`src/rtl/bwr_pkg.sv`:
```
package bwr_pkg;
  // field positions decoded from the control word
  localparam int unsigned EN_POS    = 15;
  localparam int unsigned SYM_HI    = 14;
  localparam int unsigned SYM_LO    = 13;
  localparam int unsigned GAIN_HI   = 12;
  localparam int unsigned GAIN_LO   = 10;
  localparam int unsigned LOOP_POS  = 9;
  localparam int unsigned BOOST_POS = 8;

  typedef enum logic [1:0] {
    SYM_M3 = 2'b00,
    SYM_M1 = 2'b01,
    SYM_P3 = 2'b10,
    SYM_P1 = 2'b11
  } sym_code_e;

  function automatic logic signed [2:0] sym_level(input logic [1:0] code);
    logic signed [2:0] lvl;
    case (sym_code_e'(code))
      SYM_M3:  lvl = -3'sd3;
      SYM_M1:  lvl = -3'sd1;
      SYM_P1:  lvl = 3'sd1;
      default: lvl = 3'sd3;
    endcase
    return lvl;
  endfunction
endpackage

```
`src/rtl/bwr_frame.sv`:
```
module bwr_frame #(
  parameter int FRAME_LEN = 48,
  parameter int WORD_W    = 16
) (
  input  logic clk_i,
  input  logic rst_ni,
  input  logic baud_i,
  output logic shift_o,
  output logic last_o,
  output logic frame_err_o
);
  localparam int CW = $clog2(FRAME_LEN);
  localparam logic [CW-1:0] CNT_MAX  = CW'(FRAME_LEN - 1);
  localparam logic [CW-1:0] WORD_END = CW'(WORD_W - 1);
  localparam logic [CW-1:0] WORD_LEN = CW'(WORD_W);

  logic          baud_q;
  logic          locked_q;
  logic [CW-1:0] cnt_q;
  logic          rise_w;

  assign rise_w = baud_i & ~baud_q;

  always_ff @(posedge clk_i or negedge rst_ni) begin
    if (!rst_ni) begin
      baud_q      <= 1'b0;
      locked_q    <= 1'b0;
      cnt_q       <= '0;
      frame_err_o <= 1'b0;
    end else begin
      baud_q <= baud_i;
      if (rise_w) begin
        // new frame: this edge carries bit 0 of the period
        if (locked_q && cnt_q != '0) frame_err_o <= 1'b1;
        locked_q <= 1'b1;
        cnt_q    <= CW'(1);
      end else if (locked_q) begin
        if (cnt_q == '0) begin
          // expected edge missing
          frame_err_o <= 1'b1;
          locked_q    <= 1'b0;
        end else begin
          cnt_q <= (cnt_q == CNT_MAX) ? '0 : cnt_q + CW'(1);
        end
      end
    end
  end

  assign shift_o = rise_w | (locked_q && cnt_q != '0 && cnt_q < WORD_LEN);
  assign last_o  = ~rise_w & locked_q & (cnt_q == WORD_END);


  cnt_range_chk: assert property (@(posedge clk_i) disable iff (!rst_ni)
    cnt_q <= CNT_MAX);

  start_align_chk: assert property (@(posedge clk_i) disable iff (!rst_ni)
    rise_w |=> (locked_q && cnt_q == CW'(1)));

  frame_err_sticky_chk: assert property (@(posedge clk_i) disable iff (!rst_ni)
    frame_err_o |=> frame_err_o);

  unlock_err_chk: assert property (@(posedge clk_i) disable iff (!rst_ni)
    $fell(locked_q) |-> frame_err_o);
endmodule

```
`src/rtl/bwr_shift.sv`:
```
module bwr_shift #(
  parameter int WORD_W = 16
) (
  input  logic              clk_i,
  input  logic              rst_ni,
  input  logic              sdata_i,
  input  logic              shift_i,
  input  logic              last_i,
  output logic [WORD_W-1:0] word_o,
  output logic              done_o
);
  always_ff @(posedge clk_i or negedge rst_ni) begin
    if (!rst_ni) begin
      word_o <= '0;
      done_o <= 1'b0;
    end else begin
      if (shift_i) word_o <= {word_o[WORD_W-2:0], sdata_i};
      done_o <= last_i & shift_i;
    end
  end


  done_pulse_chk: assert property (@(posedge clk_i) disable iff (!rst_ni)
    done_o |=> !done_o);

  hold_chk: assert property (@(posedge clk_i) disable iff (!rst_ni)
    !shift_i |=> $stable(word_o));
endmodule

```
`src/rtl/bwr_decode.sv`:
```
module bwr_decode
  import bwr_pkg::*;
#(
  parameter int WORD_W   = 16,
  parameter int GAIN_W   = 3,
  parameter int GAIN_MAX = 4
) (
  input  logic                clk_i,
  input  logic                rst_ni,
  input  logic [WORD_W-1:0]   word_i,
  input  logic                done_i,
  output logic signed [2:0]   sym_o,
  output logic                sym_valid_o,
  output logic [GAIN_W-1:0]   gain_o,
  output logic                loopback_o,
  output logic                boost_o,
  output logic                gain_err_o
);
  logic [GAIN_W-1:0] gain_code_w;
  logic              gain_ok_w;
  logic signed [2:0] sym_w;
  logic [7:0]        unused_spare;

  assign gain_code_w  = word_i[GAIN_HI:GAIN_LO];
  assign gain_ok_w    = gain_code_w <= GAIN_W'(GAIN_MAX);
  assign sym_w        = word_i[EN_POS] ? sym_level(word_i[SYM_HI:SYM_LO]) : 3'sd0;
  assign unused_spare = word_i[7:0];

  always_ff @(posedge clk_i or negedge rst_ni) begin
    if (!rst_ni) begin
      sym_o       <= '0;
      sym_valid_o <= 1'b0;
      gain_o      <= '0;
      loopback_o  <= 1'b0;
      boost_o     <= 1'b0;
      gain_err_o  <= 1'b0;
    end else begin
      sym_valid_o <= done_i;
      if (done_i) begin
        sym_o      <= sym_w;
        loopback_o <= word_i[LOOP_POS];
        boost_o    <= word_i[BOOST_POS];
        if (gain_ok_w) gain_o     <= gain_code_w;
        else           gain_err_o <= 1'b1;
      end
    end
  end


  gain_legal_chk: assert property (@(posedge clk_i) disable iff (!rst_ni)
    gain_o <= GAIN_W'(GAIN_MAX));

  gain_err_sticky_chk: assert property (@(posedge clk_i) disable iff (!rst_ni)
    gain_err_o |=> gain_err_o);

  sym_level_chk: assert property (@(posedge clk_i) disable iff (!rst_ni)
    sym_o != -3'sd4 && sym_o != 3'sd2 && sym_o != -3'sd2);

  sym_hold_chk: assert property (@(posedge clk_i) disable iff (!rst_ni)
    !done_i |=> ($stable(sym_o) && $stable(gain_o) && !sym_valid_o));
endmodule

```
`src/rtl/baud_word_rx.sv`:
```
module baud_word_rx #(
  parameter int FRAME_LEN = 48,
  parameter int WORD_W    = 16,
  parameter int GAIN_W    = 3,
  parameter int GAIN_MAX  = 4
) (
  input  logic              clk_i,
  input  logic              rst_ni,
  input  logic              baud_i,
  input  logic              sdata_i,
  output logic signed [2:0] sym_o,
  output logic              sym_valid_o,
  output logic [GAIN_W-1:0] gain_o,
  output logic              loopback_o,
  output logic              boost_o,
  output logic              gain_err_o,
  output logic              frame_err_o
);
  logic              shift_w;
  logic              last_w;
  logic              done_w;
  logic [WORD_W-1:0] word_w;

  bwr_frame #(.FRAME_LEN(FRAME_LEN), .WORD_W(WORD_W)) u_frame (
    .clk_i       (clk_i),
    .rst_ni      (rst_ni),
    .baud_i      (baud_i),
    .shift_o     (shift_w),
    .last_o      (last_w),
    .frame_err_o (frame_err_o)
  );

  bwr_shift #(.WORD_W(WORD_W)) u_shift (
    .clk_i   (clk_i),
    .rst_ni  (rst_ni),
    .sdata_i (sdata_i),
    .shift_i (shift_w),
    .last_i  (last_w),
    .word_o  (word_w),
    .done_o  (done_w)
  );

  bwr_decode #(.WORD_W(WORD_W), .GAIN_W(GAIN_W), .GAIN_MAX(GAIN_MAX)) u_decode (
    .clk_i       (clk_i),
    .rst_ni      (rst_ni),
    .word_i      (word_w),
    .done_i      (done_w),
    .sym_o       (sym_o),
    .sym_valid_o (sym_valid_o),
    .gain_o      (gain_o),
    .loopback_o  (loopback_o),
    .boost_o     (boost_o),
    .gain_err_o  (gain_err_o)
  );
endmodule

```
`config.mk`:
```
export PLATFORM = sky130hd
export DESIGN_NAME = baud_word_rx
export DESIGN_NICKNAME = d
export VERILOG_FILES = /design/src/rtl/bwr_pkg.sv /design/src/rtl/bwr_frame.sv /design/src/rtl/bwr_shift.sv /design/src/rtl/bwr_decode.sv /design/src/rtl/baud_word_rx.sv
export SDC_FILE = /design/constraint.sdc
export NUM_CORES = 1
export LEC_CHECK = 0
export BUFFER_PORTS_ARGS = -buffer_cell sky130_fd_sc_hd__buf_2
export CORE_ASPECT_RATIO = 1.5
export CORE_MARGIN = 2
export CORE_UTILIZATION = 50
export DETAILED_ROUTE_END_ITERATION = 10
export PLACE_DENSITY_LB_ADDON = 0.25
export SLEW_MARGIN = 20
export SYNTH_ARGS = -nofsm -noshare
export SYNTH_HDL_FRONTEND = slang
export SYNTH_SLANG_ARGS = --single-unit
```
`constraint.sdc`:
```
create_clock -name clk_i -period 5.81 [get_ports clk_i]
set_input_delay 0.581 -clock clk_i [delete_from_list [all_inputs] [get_ports clk_i]]
set_output_delay 0.581 -clock clk_i [all_outputs]
set_load 0.01 [all_outputs]
```
Word level (Yosys, flattened, before mapping)
Cells that the tools add are included.
{ "word_totals": {"latchBits": 0, "n_memories": 0, "mem_bits_ro": 0, "ram_bits": 0, "ff_bits": 36, "in_bits": 4, "wordCells": 53} }
{ "op_classes": {"div_mod_pow": 0, "mul": 0, "n_reduce_logical": 11, "n_eq_ne": 6, "n_addsub": 1, "bitwise_logic": 8, "order_cmp": 2, "shifts": 0, "n_mux": 13} }
{ "op_table": {"columns": ["operator", "n"], "rows": [
  ["6-bit 2-to-1 mux", 4],
  ["3-bit one-hot mux with 3 select lines", 1],
  ["1-bit 2-to-1 mux", 7],
  ["6-bit by 1-bit adder with 6-bit output, second input constant", 1],
  ["6-bit by 4-bit == test with 1-bit output, second input constant", 1],
  ["6-bit == test, second input constant", 1],
  ["6-bit logical NOT", 1],
  ["6-bit by 5-bit < comparator with 1-bit output, second input constant", 1],
  ["2-bit AND reduction", 3],
  ["6-bit nonzero test", 1],
  ["1-bit bitwise AND", 4],
  ["2-bit nonzero test", 2],
  ["3-bit less-or-equal comparator, second input constant", 1],
  ["3-bit 2-to-1 mux", 1],
  ["1-bit NOT", 3],
  ["3-bit AND reduction", 1],
  ["2-bit by 1-bit == test with 1-bit output, second input constant", 1],
  ["2-bit == test, second input constant", 1],
  ["1-bit logical AND", 2],
  ["2-bit logical NOT", 1],
  ["2-bit by 1-bit inequality test with 1-bit output, second input constant", 1],
  ["2-bit inequality test, second input constant", 1],
  ["1-bit OR", 1]
]} }

Logic depth before layout (Yosys ltp)
Gate-level depths: netlist of run 1.
{ "logic_depth": {"ltp_word": 6, "mapped_depth": 6, "mapped_depth_nobuf": 5} }

Cells and area by module
From an unflattened synthesis of run 1, not the netlist that was laid out.
{ "hier_totals": {"hier_cells": 126, "area_unflattened_um2": 1646.6} }
{ "modules_own_cells": {"columns": ["mod", "cells_per_inst", "area_per_inst_um2", "instances", "seq_area_each_um2"], "rows": [
  ["bwr_shift", 36, 678.2, 1, 425.4],
  ["bwr_frame", 52, 506.7, 1, 225.2],
  ["bwr_decode", 38, 461.7, 1, 250.2]
]} }

Worst setup path before layout of run 1
Ideal clock, no wire load.
{ "synth_path": {"kind": "register to register", "startpoint": "register u_frame.cnt_q[0]", "endpoint": "register u_shift.word_o[10]", "arrival_ns": 1.798, "period_less_slack_ns": 1.923, "setup_time_ns": 0.125, "path_stages_with_launch": 7, "setup_slack_ns": 3.887, "path_buffers": 1, "cell_sequence": "dfrtp_1 inv_1 ha_1 or3b_4 a31oi_4 buf_12 mux2_4"} }
{ "synth_via": {"elab_chain_len": 4, "word_cells_on_any_way": 5, "cone_classes": "order compare (1); bitwise (1); reduce/logical (3)"} }
{ "synth_lines": {"columns": ["item", "line_no", "rtl"], "rows": [
  ["start: declaration", "bwr_frame.sv:19", "logic [CW-1:0] cnt_q;"],
  ["start signal: assignment", "bwr_frame.sv:43", "cnt_q <= (cnt_q == CNT_MAX) ? '0 : cnt_q + CW'(1);"],
  ["branches (longest 2 deep; another with 6-bit by 5-bit < comparator with 1-bit output)", null, null],
  ["1-bit logical AND (*)", "bwr_frame.sv:49", "assign shift_o = rise_w | (locked_q && cnt_q != '0 && cnt_q < WORD_LEN);"],
  ["1-bit OR (*)", "bwr_frame.sv:49", null],
  ["end signal: assignment", "bwr_shift.sv:17", "if (shift_i) word_o <= {word_o[WORD_W-2:0], sdata_i};"],
  ["end: declaration", "bwr_shift.sv:9", "output logic [WORD_W-1:0] word_o,"]
]} }
Every way passes the cells marked *.
A chain may end at the register's enable or synchronous reset.

Final worst setup path of run 1
{ "layout_path": {"startpoint": "register u_frame.cnt_q[0]", "endpoint": "register u_shift.word_o[3]"} }
The elaborated chain is that of the path after synthesis.

==> qor.csv, run 1 <==
stage,metric,value,unit
clock_network,cts_made_buffers,5,
global_routing,grt_use_met1,0.177,
finish,multi_input_area,652,um^2
pwr,p_per_area,495,nW/um^2
yosys,yosysMostFrequentCell,dfrtp_1,
yosys,synth_top_area_frac,0.554,
yosys,synth_area,1630,um^2
yosys,yosys-top-cells-area,"dfrtp_1 (55%), mux2_4 (7.4%), mux2_2 (6.2%), ha_1 (3.8%), mux2i_1 (1.8%)",
placement,io_buffer_count,14,
yosys,yosysTopAreaCell,dfrtp_1,
detailed_routing,wl_per_cell,14.3,um
yosys,async_flop_share,1.00,
timing,fmax,454,MHz
worst_setup_path,max_stage_delay,580,ps
worst_setup_path,critPathKind,reg2reg,
worst_setup_path,worstRegToRegCells,5,
clock_network,clk_latency,280,ps
yosys,yosysSeqAreaShare,0.554,
yosys,synth_top_family_by_area,multiplexers,
global_routing,grt_max_degree,37,
detailed_routing,vias_per_cell,5.58,
clock_network,clk_pin_slew,60,ps
yosys,synth_edf_count,0,
floorplanning,die_area,3730,um^2
worst_setup_path,crit_chain,inv_1 > ha_1 > or3b_4 > a31oi_4 > mux2_2,
yosys,ys_ff_latch,36,
finish,finalCoreUtilization,0.575,
timing,finalHoldViolCount,0,
timing,setup_viol,0,
global_routing,grt_pass1_wl,4550,um
flow_run,max_cap_violations,0,
detailed_routing,routed_wl,2620,um
finish,nets,153,
clock_network,cts_resized,0,
floorplanning,die_w,50.6,um
floorplanning,fp-row-count,25,
outcome,status,"finished, final reports clean",
global_routing,grt_remaining_overflow,0,
worst_setup_path,cp_max_fo,16,
global_routing,grtUsageMet3,0.0508,
finish,regArea,901,um^2
worst_setup_path,worstSetupStartpointType,flip-flop,
yosys,synthTopCellsByCount,"dfrtp_1 (36), mux2_2 (9), inv_1 (8), mux2_4 (8), nand2_1 (7)",
detailed_routing,firstDrtPassIters,4,
finish,antenna_cells,0,
timing,tightest_slew,776,ps
worst_setup_path,crit_path_end_kind,flip-flop,
yosys,synth_xor_area_frac,0,
yosys,ys_types,32,
yosys,synth_area_per_cell,12.7,um^2
placement,pre_cts_slack,3600,ps
worst_setup_path,r2r-start,u_frame.cnt_q[0],
detailed_routing,drcViolationCount,0,
pwr,total_leakage_power,0.844,nW
timing,relSlewSlack,0.483,
clock_network,cts_root_buffer,clkbuf_8,
clock_network,holdBufCountCts,0,
global_routing,top_usage_layer,met2,
yosys,muxShareOfSynthArea,0.155,
detailed_routing,ant_nets,0,
finish,fillCellCount,258,
finish,area_delta_synth_final,10.7,%
floorplanning,initial_core_util,0.520,
yosys,yosys.area_share.adder,0.0385,
min_path,hold_class,in2async,
timing,setup_tns,0,ps
timing,rsz0062_at_grt,no,
timing,skew,3.89,ps
clock_network,cts.path.max_buffers,2,
yosys,synthFlopType,dfrtp_1,
placement,dpl.hpwl,1880,um
global_routing,antenna_found_initial,0,
timing,finalCriticalPeriod,2200,ps
finish,final_layout_size_suffix_gt1_frac,0.299,
yosys,synth_cells,128,
yosys,synth_compound_area_frac,0.107,
clock_network,postCtsSetupBuffers,0,
yosys,yosys_warnings,0,
global_routing,grt_use_total,0.170,
pwr,ir_drop,0.364,mV
yosys,synth_fp_nets,137,
worst_setup_path,cp.arrival,2370,ps
worst_setup_path,regToRegEndpoint,u_shift.word_o[3],
clock_network,clock_sinks,36,
clock_network,htree_levels,2,
detailed_routing,routed-via-count,1027,
floorplanning,io_pins,15,
floorplanning,die_h,73.8,um
worst_setup_path,critPathRequiredTime,5970,ps
yosys,synthSimpleGateAreaFrac,0.101,
floorplanning,core-area,3130,um^2
timing,slew_viol_final,0,
clock_network,cts_tree,done,
worst_setup_path,ff2ff_setup_slack,3610,ps
global_routing,grt_pass1_vias,1048,
placement,gp_congestion,0.813,
worst_setup_path,cp_slowest_cell,a31oi_4,
global_routing,use_met2,0.282,
timing,fin_ws,3610,ps
detailed_routing,drt_iter0_markers,19,
timing,period_share,0.379,
==> state kept, by name, indices dropped and copies added, names as in the netlist <==
register and flops:
u_decode.sym_o 3, u_frame.locked_q 1, u_frame.cnt_q 6, u_decode.sym_valid_o 1
u_decode.boost_o 1, u_decode.loopback_o 1, u_decode.gain_o 3, u_shift.done_o 1
u_frame.baud_q 1, u_frame.frame_err_o 1, u_shift.word_o 16, u_decode.gain_err_o 1
==> layout by cell type, fill, tap and decap left out, drive strengths merged <==
master | synthesis | routed
inv | 8 | 8
a21oi | 2 | 2
o31ai | 1 | 1
nand2b | 2 | 2
nor2 | 6 | 6
nor3b | 1 | 1
or3b | 1 | 1
mux2i | 3 | 3
o211ai | 4 | 4
dfrtp | 36 | 36
nand3b | 2 | 2
a211o | 1 | 1
a41oi | 1 | 1
o21ba | 1 | 1
nand3 | 3 | 3
nor2b | 4 | 4
mux2 | 17 | 17
or2 | 1 | 1
nor3 | 2 | 2
a31oi | 5 | 5
ha | 5 | 5
buf | 2 | 14
o22ai | 1 | 1
o21ai | 4 | 4
a211oi | 1 | 1
nand4 | 2 | 2
nand2 | 7 | 7
a311oi | 2 | 2
clkbuf | 3 | 7
==> area by class of cell <==
cell class,instances,share of cell area
clock buffer,7,0.0535
inverter,8,0.0167
multi-input combinational,79,0.362
sequential,36,0.501
tap,40,0.0278
timing repair buffer,14,0.0389
==> worst max-delay path by stage <==
stage                          start                 end  cells after the start  slack (ps)
floorplan           u_frame.cnt_q[0]  u_shift.word_o[10]                      6        3890
global placement    u_frame.cnt_q[0]   u_shift.word_o[1]                      5        3670
detailed placement  u_frame.cnt_q[0]   u_shift.word_o[2]                      5        3600
CTS                 u_frame.cnt_q[0]   u_shift.word_o[2]                      5        3600
global route        u_frame.cnt_q[0]   u_shift.word_o[2]                      5        3510
finish              u_frame.cnt_q[0]   u_shift.word_o[3]                      5        3610
==> layer usage <==
| metal | part of all wire | wire, um | up-vias |
|---|---|---|---|
| met3 | 0.028 | 74 | 8 |
| met5 | 0 | 0 | - |
| met1 | 0.39 | 1020 | 514 |
| met4 | 0.037 | 98 | 0 |
| met2 | 0.55 | 1430 | 22 |
| li1 | - | - | 483 |
==> cells by family (layout without fill, tap and decap cells) <==
kind of cell | count (synthesis) | count (layout)
AO/OA/AOI/OAI | 23 | 23
adder cells (fa/ha/maj) | 5 | 5
buffers and inverters | 13 | 29
flip-flops | 36 | 36
multiplexers | 20 | 20
AND/OR/NAND/NOR | 31 | 31
==> where the power goes <==
group	switching, mW	internal (mW)	total [mW]	leakage (nW)
registers	0.0813	0.333	0.414	0.450
logic	0.123	0.169	0.291	0.344
clock network	0.0793	0.105	0.185	0.0503
==> stage by stage <==
step           instances  hold slack (ps)  total power, mW  area (um^2)
6_report             184              382            0.891         1800
5_1_grt              184              430            0.951         1800
4_1_cts              184              398            0.903         1800
3_5_place_dp         177              451            0.712         1700
3_3_place_gp         177              445            0.696         1700
2_1_floorplan        128              285            0.666         1630
==> critical path, delay by kind of cell, from the launching register on <==
family / cells / cell delay, ps
muxes: 1 / 410
adders and majority gates: 1 / 150
and+or+nand+nor: 1 / 410
buffers and inverters: 1 / 90
AOI/OAI and AO/OA: 1 / 580
DFF: 1 / 460
Power figures use the tool's default switching activity.
==> run 2: changes to the inputs <==
--- a/config.mk
+++ b/config.mk
@@ -5,6 +5,7 @@
 export SDC_FILE = /design/constraint.sdc
 export NUM_CORES = 1
 export LEC_CHECK = 0
+export ABC_AREA = 1
 export BUFFER_PORTS_ARGS = -buffer_cell sky130_fd_sc_hd__buf_2
 export CORE_ASPECT_RATIO = 1.5
 export CORE_MARGIN = 2
==> constraint.sdc (replaced) <==
create_clock -name clk_i -period 2.2 [get_ports clk_i]
set_input_delay 0.22 -clock clk_i [delete_from_list [all_inputs] [get_ports clk_i]]
set_output_delay 0.22 -clock clk_i [all_outputs]
set_load 0.01 [all_outputs]
==> run 2 against run 1 <==
Compared with the run above: core utilization down 0.84 points; clock skew up 1.8 ps; synthesized cell count up 37%; flip-flop and latch count unchanged; maximum frequency up 49%; largest power group unchanged; final area down 1.5%; combinational power up 120%; worst hold slack worse by 370 ps; die area down 0.21%; sequential share of layout area up 0.74 points.
==> qor.csv, run 2 <==
stage,metric,value,unit,change
worst_setup_path,startpoint,u_frame.cnt_q[0],,unchanged
global_routing,grt_pass1_wl,4990,um,was 4550 um
finish,largest-register,u_shift.word_o,,unchanged
worst_setup_path,worstSetupStartpointType,flip-flop,,unchanged
yosys,yosys_warnings,0,,unchanged
finish,fillCellCount,294,,was 258
global_routing,grt_max_degree,37,,unchanged
min_path,hold_class,in2async,,unchanged
timing,skew,5.73,ps,was 3.89 ps
global_routing,grt_pass1_vias,1190,,was 1048
clock_network,cts_made_buffers,5,,unchanged
worst_setup_path,max_stage_delay,400,ps,was 580 ps
pwr,total_leakage_power,0.952,nW,was 0.844 nW
timing,setup_tns,0,ps,unchanged
floorplanning,core-area,3130,um^2,unchanged
detailed_routing,drt_iter0_markers,26,,was 19
finish,regArea,901,um^2,unchanged
finish,final_cells,231,,was 184
detailed_routing,ant_nets,0,,unchanged
timing,fin_ws,718,ps,was 3610 ps
placement,place_inst,224,,was 177
yosys,synth_edf_count,0,,unchanged
yosys,synthTopCellsByCount,"nand2_1 (59), dfrtp_1 (36), nand3_1 (19)",,"was dfrtp_1 (36), mux2_2 (9), inv_1 (8), mux2_4 (8), nand2_1 (7)"
clock_network,clock_sinks,36,,unchanged
placement,io_buffer_count,14,,unchanged
timing,fmax,675,MHz,was 454 MHz
timing,relSlewSlack,0.485,,was 0.483
placement,pre_cts_slack,705,ps,was 3600 ps
clock_network,cts.path.max_buffers,2,,unchanged
detailed_routing,routed-via-count,1203,,was 1027
yosys,synth_top_area_frac,0.556,,was 0.554
floorplanning,die_area,3720,um^2,was 3730 um^2
flow_run,max_cap_violations,0,,unchanged
clock_network,holdBufCountCts,0,,unchanged
yosys,synthFlopType,dfrtp_1,,unchanged
finish,largest_reg_flops,16,,unchanged
finish,multi_input_area,611,um^2,was 652 um^2
outcome,status,"finished, final reports clean",,unchanged
clock_network,cts_resized,0,,unchanged
finish,final_layout_size_suffix_gt1_frac,0.168,,was 0.299
yosys,synth_area_per_cell,9.27,um^2,was 12.7 um^2
placement,gp_congestion,0.802,,was 0.813
pwr,ir_drop,0.756,mV,was 0.364 mV
worst_setup_path,cp_slowest_cell,dfrtp_1,,was a31oi_4
timing,tightest_slew,773,ps,was 776 ps
finish,mostFrequentLayoutCells,"nand2_1 (59), dfrtp_1 (36), nand3_1 (19)",,"was dfrtp_1 (36), buf_2 (14), mux2_2 (9)"
yosys,synth_cells,175,,was 128
floorplanning,io_pins,15,,unchanged
timing,hold-worst-slack,7.08,ps,was 382 ps
clock_network,htree_levels,2,,unchanged
detailed_routing,drcViolationCount,0,,unchanged
finish,antenna_cells,0,,unchanged
floorplanning,die_w,50.5,um,was 50.6 um
finish,finish.instance_area,1770,um^2,was 1800 um^2
finish,area_delta_synth_final,9.34,%,was 10.7%
yosys,synth_top_family_by_area,simple AND/OR/NAND/NOR gates,,was multiplexers
clock_network,postCtsSetupBuffers,0,,unchanged
timing,finalHoldViolCount,0,,unchanged
detailed_routing,wl_per_cell,12.5,um,was 14.3 um
floorplanning,die_h,73.7,um,was 73.8 um
worst_setup_path,critPathKind,reg2reg,,unchanged
timing,setup_viol,0,,unchanged
placement,placed_cell_area,1700,um^2,about the same
yosys,synth_xor_area_frac,0.00540,,was 0
floorplanning,initial_core_util,0.518,,was 0.520
global_routing,grt_remaining_overflow,0,,unchanged
yosys,async_flop_share,1.00,,unchanged
timing,period_share,0.674,,was 0.379
yosys,yosys.area_share.adder,0.0386,,was 0.0385
yosys,muxShareOfSynthArea,0,,was 0.155
worst_setup_path,cp_max_fo,21,,was 16
worst_setup_path,crit_path_end_kind,flip-flop,,unchanged
global_routing,grt_use_total,0.185,,was 0.170
timing,rsz0062_at_grt,no,,unchanged
finish,nets,200,,was 153
worst_setup_path,r2r-start,u_frame.cnt_q[0],,unchanged
detailed_routing,routed_wl,2890,um,was 2620 um
yosys,yosysMostFrequentCell,nand2_1,,was dfrtp_1
placement,dpl.hpwl,2120,um,was 1880 um
yosys,synth_compound_area_frac,0.0718,,was 0.107
finish,final_common_cell,nand2_1,,was dfrtp_1
yosys,synthSimpleGateAreaFrac,0.261,,was 0.101
pwr,p_per_area,1150,nW/um^2,was 495 nW/um^2
yosys,yosysTopAreaCell,dfrtp_1,,unchanged
worst_setup_path,cp.arrival,1660,ps,was 2370 ps
yosys,synth_fp_nets,184,,was 137
clock_network,cts_tree,done,,unchanged
finish,reg.largest.list,"u_shift.word_o (16), u_frame.cnt_q (6)",,unchanged
yosys,ys_types,25,,was 32
yosys,synth_area,1620,um^2,was 1630 um^2
detailed_routing,vias_per_cell,5.21,,was 5.58
global_routing,antenna_found_initial,0,,unchanged
timing,finalCriticalPeriod,1480,ps,was 2200 ps
yosys,yosys-top-cells-area,"dfrtp_1 (56%), nand2_1 (14%), nand3_1 (5.9%), ha_1 (3.9%), inv_1 (3.7%)",,"was dfrtp_1 (55%), mux2_4 (7.4%), mux2_2 (6.2%), ha_1 (3.8%), mux2i_1 (1.8%)"
worst_setup_path,crit_chain,inv_1 > ha_1 > nand3_2 > nand3_4 > nand2_4 > nand2_1 > o21ai_2,,was inv_1 > ha_1 > or3b_4 > a31oi_4 > mux2_2
floorplanning,fp-row-count,25,,unchanged
clock_network,clk_pin_slew,70,ps,was 60 ps
worst_setup_path,critPathRequiredTime,2380,ps,was 5970 ps
timing,slew_viol_final,0,,unchanged
detailed_routing,firstDrtPassIters,4,,unchanged
clock_network,cts_root_buffer,clkbuf_8,,unchanged
yosys,yosysSeqAreaShare,0.556,,was 0.554
clock_network,clk_latency,290,ps,was 280 ps
yosys,ys_ff_latch,36,,unchanged
run 2: logic make-up (layout without fill, tap and decap cells):
kind of cell	Yosys count	count (layout)
xor+xnor	1	1
simple gates	94	94
fa+ha+maj	5	5
flops	36	36
compound gates	17	17
buf+inv	22	38
run 2: layout make-up:
| class | count | share of cell area |
|---|---|---|
| Timing Repair Buffer | 14 | 0.0395 |
| Multi-Input combinational cell | 117 | 0.344 |
| Inverter | 17 | 0.0360 |
| Sequential cell | 36 | 0.508 |
| Clock buffer | 6 | 0.0409 |
| Clock inverter | 1 | 0.00282 |
| Tap cell | 40 | 0.0282 |
run 2: worst paths after layout:
kind	endpoint	slack (ps)	depth (start not counted)
worst max-delay path	u_shift.word_o[13]	720	7
max in group asynchronous	u_frame.cnt_q[1]	1700	1
worst max register to register	u_shift.word_o[13]	720	7
worst min-delay path	u_shift.word_o[9]	7	1
worst min register to register	u_frame.frame_err_o	470	1
min in group clk_i	u_frame.baud_q	50	1
run 2: metrics by stage:
step	util	power, mW
2_1_floorplan	-	1.54
3_3_place_gp	0.542	1.58
3_5_place_dp	0.542	1.63
4_1_cts	0.567	2.07
5_1_grt	0.567	2.20
6_report	0.567	2.03
run 2: power breakdown:
part | internal, mW | switching [mW]
sequential | 0.825 | 0.131
clock | 0.215 | 0.215
combinational | 0.217 | 0.432
run 2: worst max-delay path, delay by kind of cell, from the launching register on:
kind	cells	cell delay, ps
buffers and inverters	1	120
DFF	1	400
AOI/OAI and AO/OA	1	60
adders and majority gates	1	170
and+or+nand+nor	4	620
run 2: per-layer routing:
| layer | GRT usage | routed length (um) |
|---|---|---|
| met4 | 0.138 | 103 |
| met3 | 0.0569 | 88 |
| met1 | 0.175 | 1110 |
| met2 | 0.329 | 1580 |
| met5 | 0 | 0 |
